`src/rtl/sdv_frm_pkg.sv`:
```
package sdv_frm_pkg;

    localparam int WORD_W    = 10;                 // bits per parallel word
    localparam int LEAD_WRDS = 3;                  // words of the fixed reference prefix
    localparam int PAT_W     = LEAD_WRDS * WORD_W; // bits searched for the prefix
    localparam int PH_W      = $clog2(WORD_W);     // width of a bit-phase counter
    localparam int HI_FROM   = WORD_W / 2;         // word-clock high from this phase
    localparam int H_BIT     = 6;                  // XYZ bit that marks an end reference

    typedef logic [WORD_W-1:0] word_t;

    localparam word_t ALL_ONES  = '1;
    localparam word_t ALL_ZEROS = '0;

    typedef struct packed {
        word_t data;
        logic  trs;
        logic  eav;
    } slot_t;

    // oldest bit sits at index 0: ten ones first, then twenty zeros
    function automatic logic prefix_match(input logic [PAT_W-1:0] sh);
        return (sh[WORD_W-1:0] == ALL_ONES) && (sh[PAT_W-1:WORD_W] == '0);
    endfunction

endpackage

```
`src/rtl/sdv_trs_hunter.sv`:
```
module sdv_trs_hunter
    import sdv_frm_pkg::*;
(
    input  logic  clk,
    input  logic  rst,
    input  logic  ser_bit,
    output word_t last_word,
    output logic  hit
);

    logic [PAT_W-1:0] hist;

    always_ff @(posedge clk) begin
        if (rst) begin
            hist <= '0;
        end else begin
            hist <= {ser_bit, hist[PAT_W-1:1]};
        end
    end

    assign hit       = prefix_match(hist);
    assign last_word = hist[PAT_W-1 -: WORD_W];

endmodule

```
`src/rtl/sdv_word_phase.sv`:
```
module sdv_word_phase
    import sdv_frm_pkg::*;
(
    input  logic clk,
    input  logic rst,
    input  logic hit,
    input  logic frame_en,
    output logic cap,
    output logic ref_ok,
    output logic word_clk,
    output logic new_pos
);

    logic [PH_W-1:0] ph;
    logic [PH_W-1:0] oph;
    logic            locked;
    logic            at_edge;
    logic            allow;
    logic            realign;

    assign at_edge = (ph == '0);
    assign allow   = frame_en | ~locked;
    assign realign = hit & allow;
    assign cap     = at_edge | realign;
    assign ref_ok  = hit & (at_edge | allow);

    always_ff @(posedge clk) begin
        if (rst) begin
            ph      <= '0;
            oph     <= '0;
            locked  <= 1'b0;
            new_pos <= 1'b0;
        end else begin
            if (realign) begin
                ph <= PH_W'(1);
            end else if (ph == PH_W'(WORD_W - 1)) begin
                ph <= '0;
            end else begin
                ph <= ph + PH_W'(1);
            end

            if (cap) begin
                oph <= '0;
            end else if (oph != PH_W'(WORD_W - 1)) begin
                oph <= oph + PH_W'(1);
            end

            locked <= locked | realign;

            if (realign) begin
                new_pos <= 1'b0;
            end else if (hit && !at_edge) begin
                new_pos <= 1'b1;
            end
        end
    end

    assign word_clk = (oph >= PH_W'(HI_FROM));

endmodule

```
`src/rtl/sdv_word_pipe.sv`:
```
module sdv_word_pipe
    import sdv_frm_pkg::*;
(
    input  logic  clk,
    input  logic  rst,
    input  logic  cap,
    input  logic  ref_ok,
    input  word_t new_word,
    output slot_t out_slot
);

    slot_t stg [LEAD_WRDS];
    slot_t fresh;
    logic  pend;

    always_comb begin
        fresh.data = new_word;
        fresh.trs  = pend;
        fresh.eav  = pend & new_word[H_BIT];
    end

    always_ff @(posedge clk) begin
        if (rst) begin
            out_slot <= '0;
            pend     <= 1'b0;
            for (int i = 0; i < LEAD_WRDS; i++) begin
                stg[i] <= '0;
            end
        end else if (cap) begin
            out_slot <= stg[LEAD_WRDS-1];
            if (ref_ok) begin
                // the matched prefix is known bit for bit: rebuild it on the new grid
                stg[0] <= slot_t'{data: new_word, trs: 1'b1, eav: 1'b0};
                for (int i = 1; i < LEAD_WRDS - 1; i++) begin
                    stg[i] <= slot_t'{data: ALL_ZEROS, trs: 1'b1, eav: 1'b0};
                end
                stg[LEAD_WRDS-1] <= slot_t'{data: ALL_ONES, trs: 1'b1, eav: 1'b0};
                pend <= 1'b1;
            end else begin
                stg[0] <= fresh;
                for (int i = 1; i < LEAD_WRDS; i++) begin
                    stg[i] <= stg[i-1];
                end
                pend <= 1'b0;
            end
        end
    end

endmodule

```
`src/rtl/sdv_framer.sv`:
```
module sdv_framer
    import sdv_frm_pkg::*;
(
    input  logic              clk,
    input  logic              rst,
    input  logic              ser_bit,
    input  logic              frame_en,
    input  logic              composite,
    output logic [WORD_W-1:0] word_data,
    output logic              word_clk,
    output logic              trs_n,
    output logic              eav_n,
    output logic              new_pos
);

    word_t last_word;
    logic  hit;
    logic  cap;
    logic  ref_ok;
    slot_t out_slot;

    sdv_trs_hunter u_hunt (
        .clk       (clk),
        .rst       (rst),
        .ser_bit   (ser_bit),
        .last_word (last_word),
        .hit       (hit)
    );

    sdv_word_phase u_phase (
        .clk      (clk),
        .rst      (rst),
        .hit      (hit),
        .frame_en (frame_en),
        .cap      (cap),
        .ref_ok   (ref_ok),
        .word_clk (word_clk),
        .new_pos  (new_pos)
    );

    sdv_word_pipe u_pipe (
        .clk      (clk),
        .rst      (rst),
        .cap      (cap),
        .ref_ok   (ref_ok),
        .new_word (last_word),
        .out_slot (out_slot)
    );

    assign word_data = out_slot.data;
    assign trs_n     = ~out_slot.trs;
    assign eav_n     = composite | ~out_slot.eav;

endmodule

```
`config.mk`:
```
export PLATFORM = sky130hd
export DESIGN_NAME = sdv_framer
export DESIGN_NICKNAME = d
export VERILOG_FILES = /design/src/rtl/sdv_frm_pkg.sv /design/src/rtl/sdv_trs_hunter.sv /design/src/rtl/sdv_word_phase.sv /design/src/rtl/sdv_word_pipe.sv /design/src/rtl/sdv_framer.sv
export SDC_FILE = /design/constraint.sdc
export NUM_CORES = 1
export LEC_CHECK = 0
export BUFFER_PORTS_ARGS = -buffer_cell sky130_fd_sc_hd__buf_4
export CORE_MARGIN = 10
export CORE_UTILIZATION = 30
export CTS_BUF_LIST = sky130_fd_sc_hd__clkbuf_8
export CTS_CLUSTER_SIZE = 8
export DETAILED_ROUTE_END_ITERATION = 16
export GPL_TIMING_DRIVEN = 0
export HOLD_SLACK_MARGIN = 0.06
export PLACE_DENSITY = 0.58
export SLEW_MARGIN = 30
export SYNTH_ARGS = -nofsm -noshare
export SYNTH_HDL_FRONTEND = slang
export SYNTH_HIERARCHICAL = 1
export SYNTH_SLANG_ARGS = --single-unit
```
`constraint.sdc`:
```
create_clock -name clk -period 2.6 [get_ports clk]
set_input_delay 0.52 -clock clk [delete_from_list [all_inputs] [get_ports clk]]
set_output_delay 0.52 -clock clk [all_outputs]
set_load 0.02 [all_outputs]
```
==> results.md <==
- In the final layout, the share of cells above drive strength 1 is 18.6%.
- At the worst endpoint, the required time is 2.64 ns.
- The number of remaining DRC errors is 0.
- In this run the critical register-to-register path is captured at u_pipe/stg[0][9].
- The via count of the first global-routing pass is 1815.
- The number of antenna violations at the first check in global routing is 0.
- The share of the Yosys chip area taken by registers is 63.4%.
- The headroom to the max-slew limit is 72.5%.
- At the end of the flow the core is filled with cells to 35.9%.
- STA classifies the critical path endpoint as a register.
- The worst path in the final design needs a cycle of 2.38 ns, including I/O delays and setup.
- The number of cells on the worst reg-to-reg path is 8.
- After global routing the overflow that remains totals 0.
- The height of the die is 126 um.
- The all-layer global routing usage is 6.44%.
- The analysis attributes to cell leakage a power of 1.60 nW.
- The final cell count without fillers is 457.
- The number of pins with negative max-slew slack in the final report came to 0.
- The floorplan has 38 rows.
- The critical path starts at u_hunt/hist[13].
- The worst register-to-register path begins at u_hunt/hist[13].
- The global placer's final weighted congestion is 0.694.
- The final clock period utilization by the worst path is 91.4%.
- The clock input transition at the sequential cells of the worst setup and hold paths is 0.08 ns.
- Setup repair after global routing left no endpoint under its margin.
- The post-detailed-route wirelength per cell is 10.6 um.
- The number of levels in the clock H-tree is 3.
- IR analysis of the VDD net gives a maximum drop of 0.425 mV.
- After detailed placement, the total cell area comes to 3690 um^2.
- The number of ports placed on the die boundary is 19.
- Dividing the detail-routed via count by the number of cells gives 4.03.
- The capturing element of the worst setup path is u_pipe/stg[0][9].
- The number of antenna diodes in the final layout is 0.
- The worst hold path passes through 2 cells.
- STA classifies the critical path startpoint as a register.
- The die covers 15900 um^2.
- The synthesized netlist net count is 292.
- After routing the design area is 3930 um^2.
- In the final design database the tool counted 323 nets.
- The wire length reported by the detailed router is 4820 um.
- Counting distinct cell types in the post-synthesis netlist gives 39.
- In this run the power density over the cells is 716 nW/um^2.
- The cell sitting at the root of the clock tree is a sky130_fd_sc_hd__clkbuf_8.
- Entering global routing, the biggest net connects 19 pins.
- In this run, the number of DRC markers left after iteration 0 of detailed routing was 73.
- The die boundary width is 126 um.
- Between clock sinks in the finished design, the worst skew comes to 0.00925 ns.
- The run finished with clean final reports.
- Synthesis produced 281 cells.
- The core area is 10900 um^2.
- The source-to-sink clock delay at the later pin of the worst-skew pair is 0.35 ns.
- The total clock sinks is 89.
- The via count of the routed design is 1841.
- Setup violations remaining at the end of the flow were counted as 0.
- In this run the mean area of a mapped cell was 12.0 um^2.
- Once the floorplan was initialized, standard cells occupied 30.9% of the core.
- The first-pass iteration count of the detailed router is 4.
- After detailed placement, the design holds a cell count of 439.
- Once detailed placement completed, the half-perimeter wirelength came to 3300 um.
- The first-pass GRT wire length is 8370 um.
- The min-delay analysis places its worst path in the category input port to register.
- The total of flip-flops plus latches after synthesis is 89.
- The area of the mapped netlist is 3380 um^2.
- The worst endpoint data arrival time is 2.41 ns.
- The port buffer count is 18.
- The hold violation count in the final report is 0.
- Hold repair after CTS inserted 0 buffers.
- At the pin with the least slew margin, the transition time is 0.412 ns.
- Setup total negative slack on the finished layout was measured at 0 ns.
- The internal reg-to-reg setup slack is 0.22 ns.
- In this run, CTS created clock tree buffers numbering 9.
- The remaining antenna violation count after routing is 0.
- The TritonCTS clock tree is yes.
- Relative to the synthesized area, the layout overhead comes to 16.3%.
- Max-cap violations in this run came to 0.
- The maximum root-to-sink buffer count is 2.
- The fmax is 0.421 GHz.
- The number of warnings printed during yosys synthesis is 6.
- Along the worst path, the maximum fanout reaches 18.
- The final-layout fill cell count is 1109.
- The setup path with the least slack is of type register to register.
[timing repair]
action	CTS	global route
gates resized for setup	3	0
endpoints found under the setup margin	36	37
setup buffers	0	1
cloned	1	0
pin swaps	1	1
[logic make-up (layout without fill, tap and decap cells)]
kind of cell | count (synthesis) | after routing | synth area share (%)
AND/OR/NAND/NOR | 132 | 133 | 22.5
AO/OA/AOI/OAI | 12 | 12 | 2.37
XOR/XNOR | 2 | 2 | 0.518
buffers and inverters | 26 | 61 | 4.89
multiplexers | 14 | 14 | 4.15
flip-flops | 89 | 89 | 63.4
adder cells (fa/ha/maj) | 6 | 6 | 2.22
[layout by cell type (no fill, tap or decap), types with 2 or more instances in the layout]
cell type,n
sky130_fd_sc_hd__dfxtp_1,53
sky130_fd_sc_hd__nor2_1,44
sky130_fd_sc_hd__edfxtp_1,36
sky130_fd_sc_hd__buf_4,30
sky130_fd_sc_hd__nor2b_1,29
sky130_fd_sc_hd__and2_1,22
sky130_fd_sc_hd__mux2i_1,14
sky130_fd_sc_hd__clkbuf_8,10
sky130_fd_sc_hd__inv_1,8
sky130_fd_sc_hd__nand2b_1,6
sky130_fd_sc_hd__ha_1,6
sky130_fd_sc_hd__nand2_1,5
sky130_fd_sc_hd__nand3b_1,4
sky130_fd_sc_hd__clkbuf_1,4
sky130_fd_sc_hd__nor3_1,4
sky130_fd_sc_hd__nor4_2,3
sky130_fd_sc_hd__a21oi_1,3
sky130_fd_sc_hd__buf_6,3
sky130_fd_sc_hd__buf_2,3
sky130_fd_sc_hd__bufinv_16,2
sky130_fd_sc_hd__or2_4,2
sky130_fd_sc_hd__nand4_1,2
sky130_fd_sc_hd__nand3_1,2
sky130_fd_sc_hd__or3b_1,2
sky130_fd_sc_hd__a21o_1,2
[per-layer routing]
metal  GRT usage, %  routed length, um
met1           7.64               2290
met2           9.53               2180
met3           3.57                287
met4           2.41                 70
met5              0                  0
[flip-flops by register name, summed over array words and instances (netlist names)]
| name | count |
|---|---|
| u_hunt/hist | 30 |
| u_phase/locked | 1 |
| u_phase/new_pos | 1 |
| u_phase/oph | 4 |
| u_phase/ph | 4 |
| u_pipe/out_slot | 12 |
| u_pipe/pend | 1 |
| u_pipe/stg | 36 |
[Yosys cell counts]
| master | instances | share of area [%] |
|---|---|---|
| sky130_fd_sc_hd__a21boi_2 | 1 | 0.33 |
| sky130_fd_sc_hd__nand2b_1 | 6 | 1.1 |
| sky130_fd_sc_hd__nor3b_4 | 1 | 0.56 |
| sky130_fd_sc_hd__nand3_1 | 2 | 0.30 |
| sky130_fd_sc_hd__nand4_1 | 2 | 0.37 |
| sky130_fd_sc_hd__or3b_1 | 2 | 0.52 |
| sky130_fd_sc_hd__inv_1 | 5 | 0.56 |
| sky130_fd_sc_hd__nor3b_2 | 1 | 0.37 |
| sky130_fd_sc_hd__and2b_1 | 1 | 0.22 |
| sky130_fd_sc_hd__and2_1 | 22 | 4.1 |
| sky130_fd_sc_hd__o211ai_1 | 1 | 0.22 |
| sky130_fd_sc_hd__nor2b_1 | 29 | 5.4 |
| sky130_fd_sc_hd__o21ai_0 | 1 | 0.15 |
| sky130_fd_sc_hd__nand4b_1 | 1 | 0.26 |
| sky130_fd_sc_hd__ha_1 | 6 | 2.2 |
| sky130_fd_sc_hd__nor4_1 | 1 | 0.19 |
| sky130_fd_sc_hd__a21oi_1 | 3 | 0.44 |
| sky130_fd_sc_hd__or2_2 | 1 | 0.19 |
| sky130_fd_sc_hd__mux2i_1 | 14 | 4.1 |
| sky130_fd_sc_hd__buf_4 | 11 | 2.4 |
| sky130_fd_sc_hd__and4b_1 | 1 | 0.30 |
| sky130_fd_sc_hd__buf_6 | 3 | 1.0 |
| sky130_fd_sc_hd__buf_2 | 3 | 0.44 |
| sky130_fd_sc_hd__xnor2_1 | 1 | 0.26 |
| sky130_fd_sc_hd__nand2_1 | 5 | 0.56 |
| sky130_fd_sc_hd__o21ai_1 | 1 | 0.15 |
| sky130_fd_sc_hd__clkbuf_1 | 4 | 0.44 |
| sky130_fd_sc_hd__a211oi_1 | 1 | 0.22 |
| sky130_fd_sc_hd__nor2b_2 | 1 | 0.26 |
| sky130_fd_sc_hd__o21a_1 | 1 | 0.22 |
| sky130_fd_sc_hd__xor2_1 | 1 | 0.26 |
| sky130_fd_sc_hd__dfxtp_1 | 53 | 31 |
| sky130_fd_sc_hd__edfxtp_1 | 36 | 32 |
| sky130_fd_sc_hd__a21o_1 | 2 | 0.44 |
| sky130_fd_sc_hd__nand3b_1 | 4 | 0.89 |
| sky130_fd_sc_hd__nor2_1 | 44 | 4.9 |
| sky130_fd_sc_hd__nor4_2 | 4 | 1.5 |
| sky130_fd_sc_hd__a31oi_1 | 1 | 0.19 |
| sky130_fd_sc_hd__nor3_1 | 4 | 0.59 |
[worst min path at each step]
stage,start,slack [ns],end
2_1_floorplan,u_hunt/hist[10],0.43,u_hunt/hist[9]
3_5_place_dp,u_hunt/hist[3],0.45,u_hunt/hist[2]
6_report,ser_bit,0.39,u_hunt/hist[29]
3_3_place_gp,u_hunt/hist[10],0.44,u_hunt/hist[9]
4_1_cts,ser_bit,0.37,u_hunt/hist[29]
5_1_grt,ser_bit,0.37,u_hunt/hist[29]
[area by class of cell]
class,count,area [um^2],area share (%)
Buffer,21,146,3.72
Clock buffer,10,138,3.50
Clock inverter,6,76.3,1.94
Inverter,5,18.8,0.477
Multi-Input combinational cell,167,1090,27.8
Sequential cell,89,2140,54.5
Tap cell,140,175,4.46
Timing Repair Buffer,19,143,3.63
[where the power goes]
part           switching (W)  total (W)  internal [W]
Sequential         0.0000326    0.00158       0.00155
Clock               0.000439   0.000995      0.000556
Combinational       0.000136   0.000240      0.000105
[critical path, stage by stage (launching register included)]
cell                       delay [ns]
sky130_fd_sc_hd__dfxtp_1         0.31
sky130_fd_sc_hd__nor4_1          0.30
sky130_fd_sc_hd__nand3b_1        0.17
sky130_fd_sc_hd__nor4_4          0.39
sky130_fd_sc_hd__nand2_1         0.11
sky130_fd_sc_hd__nand2_1         0.10
sky130_fd_sc_hd__buf_4           0.19
sky130_fd_sc_hd__buf_6           0.19
sky130_fd_sc_hd__or2_4           0.29
[stage by stage]
step	setup slack, ns	hold slack, ns	power, W
3_5_place_dp	-0.492	0.454	0.00185
6_report	0.224	0.394	0.00282
3_3_place_gp	-0.470	0.441	0.00185
4_1_cts	0.0468	0.372	0.00285
5_1_grt	0.0312	0.371	0.00296
2_1_floorplan	0.0536	0.428	0.00178
(Power assumes the default switching activity.)
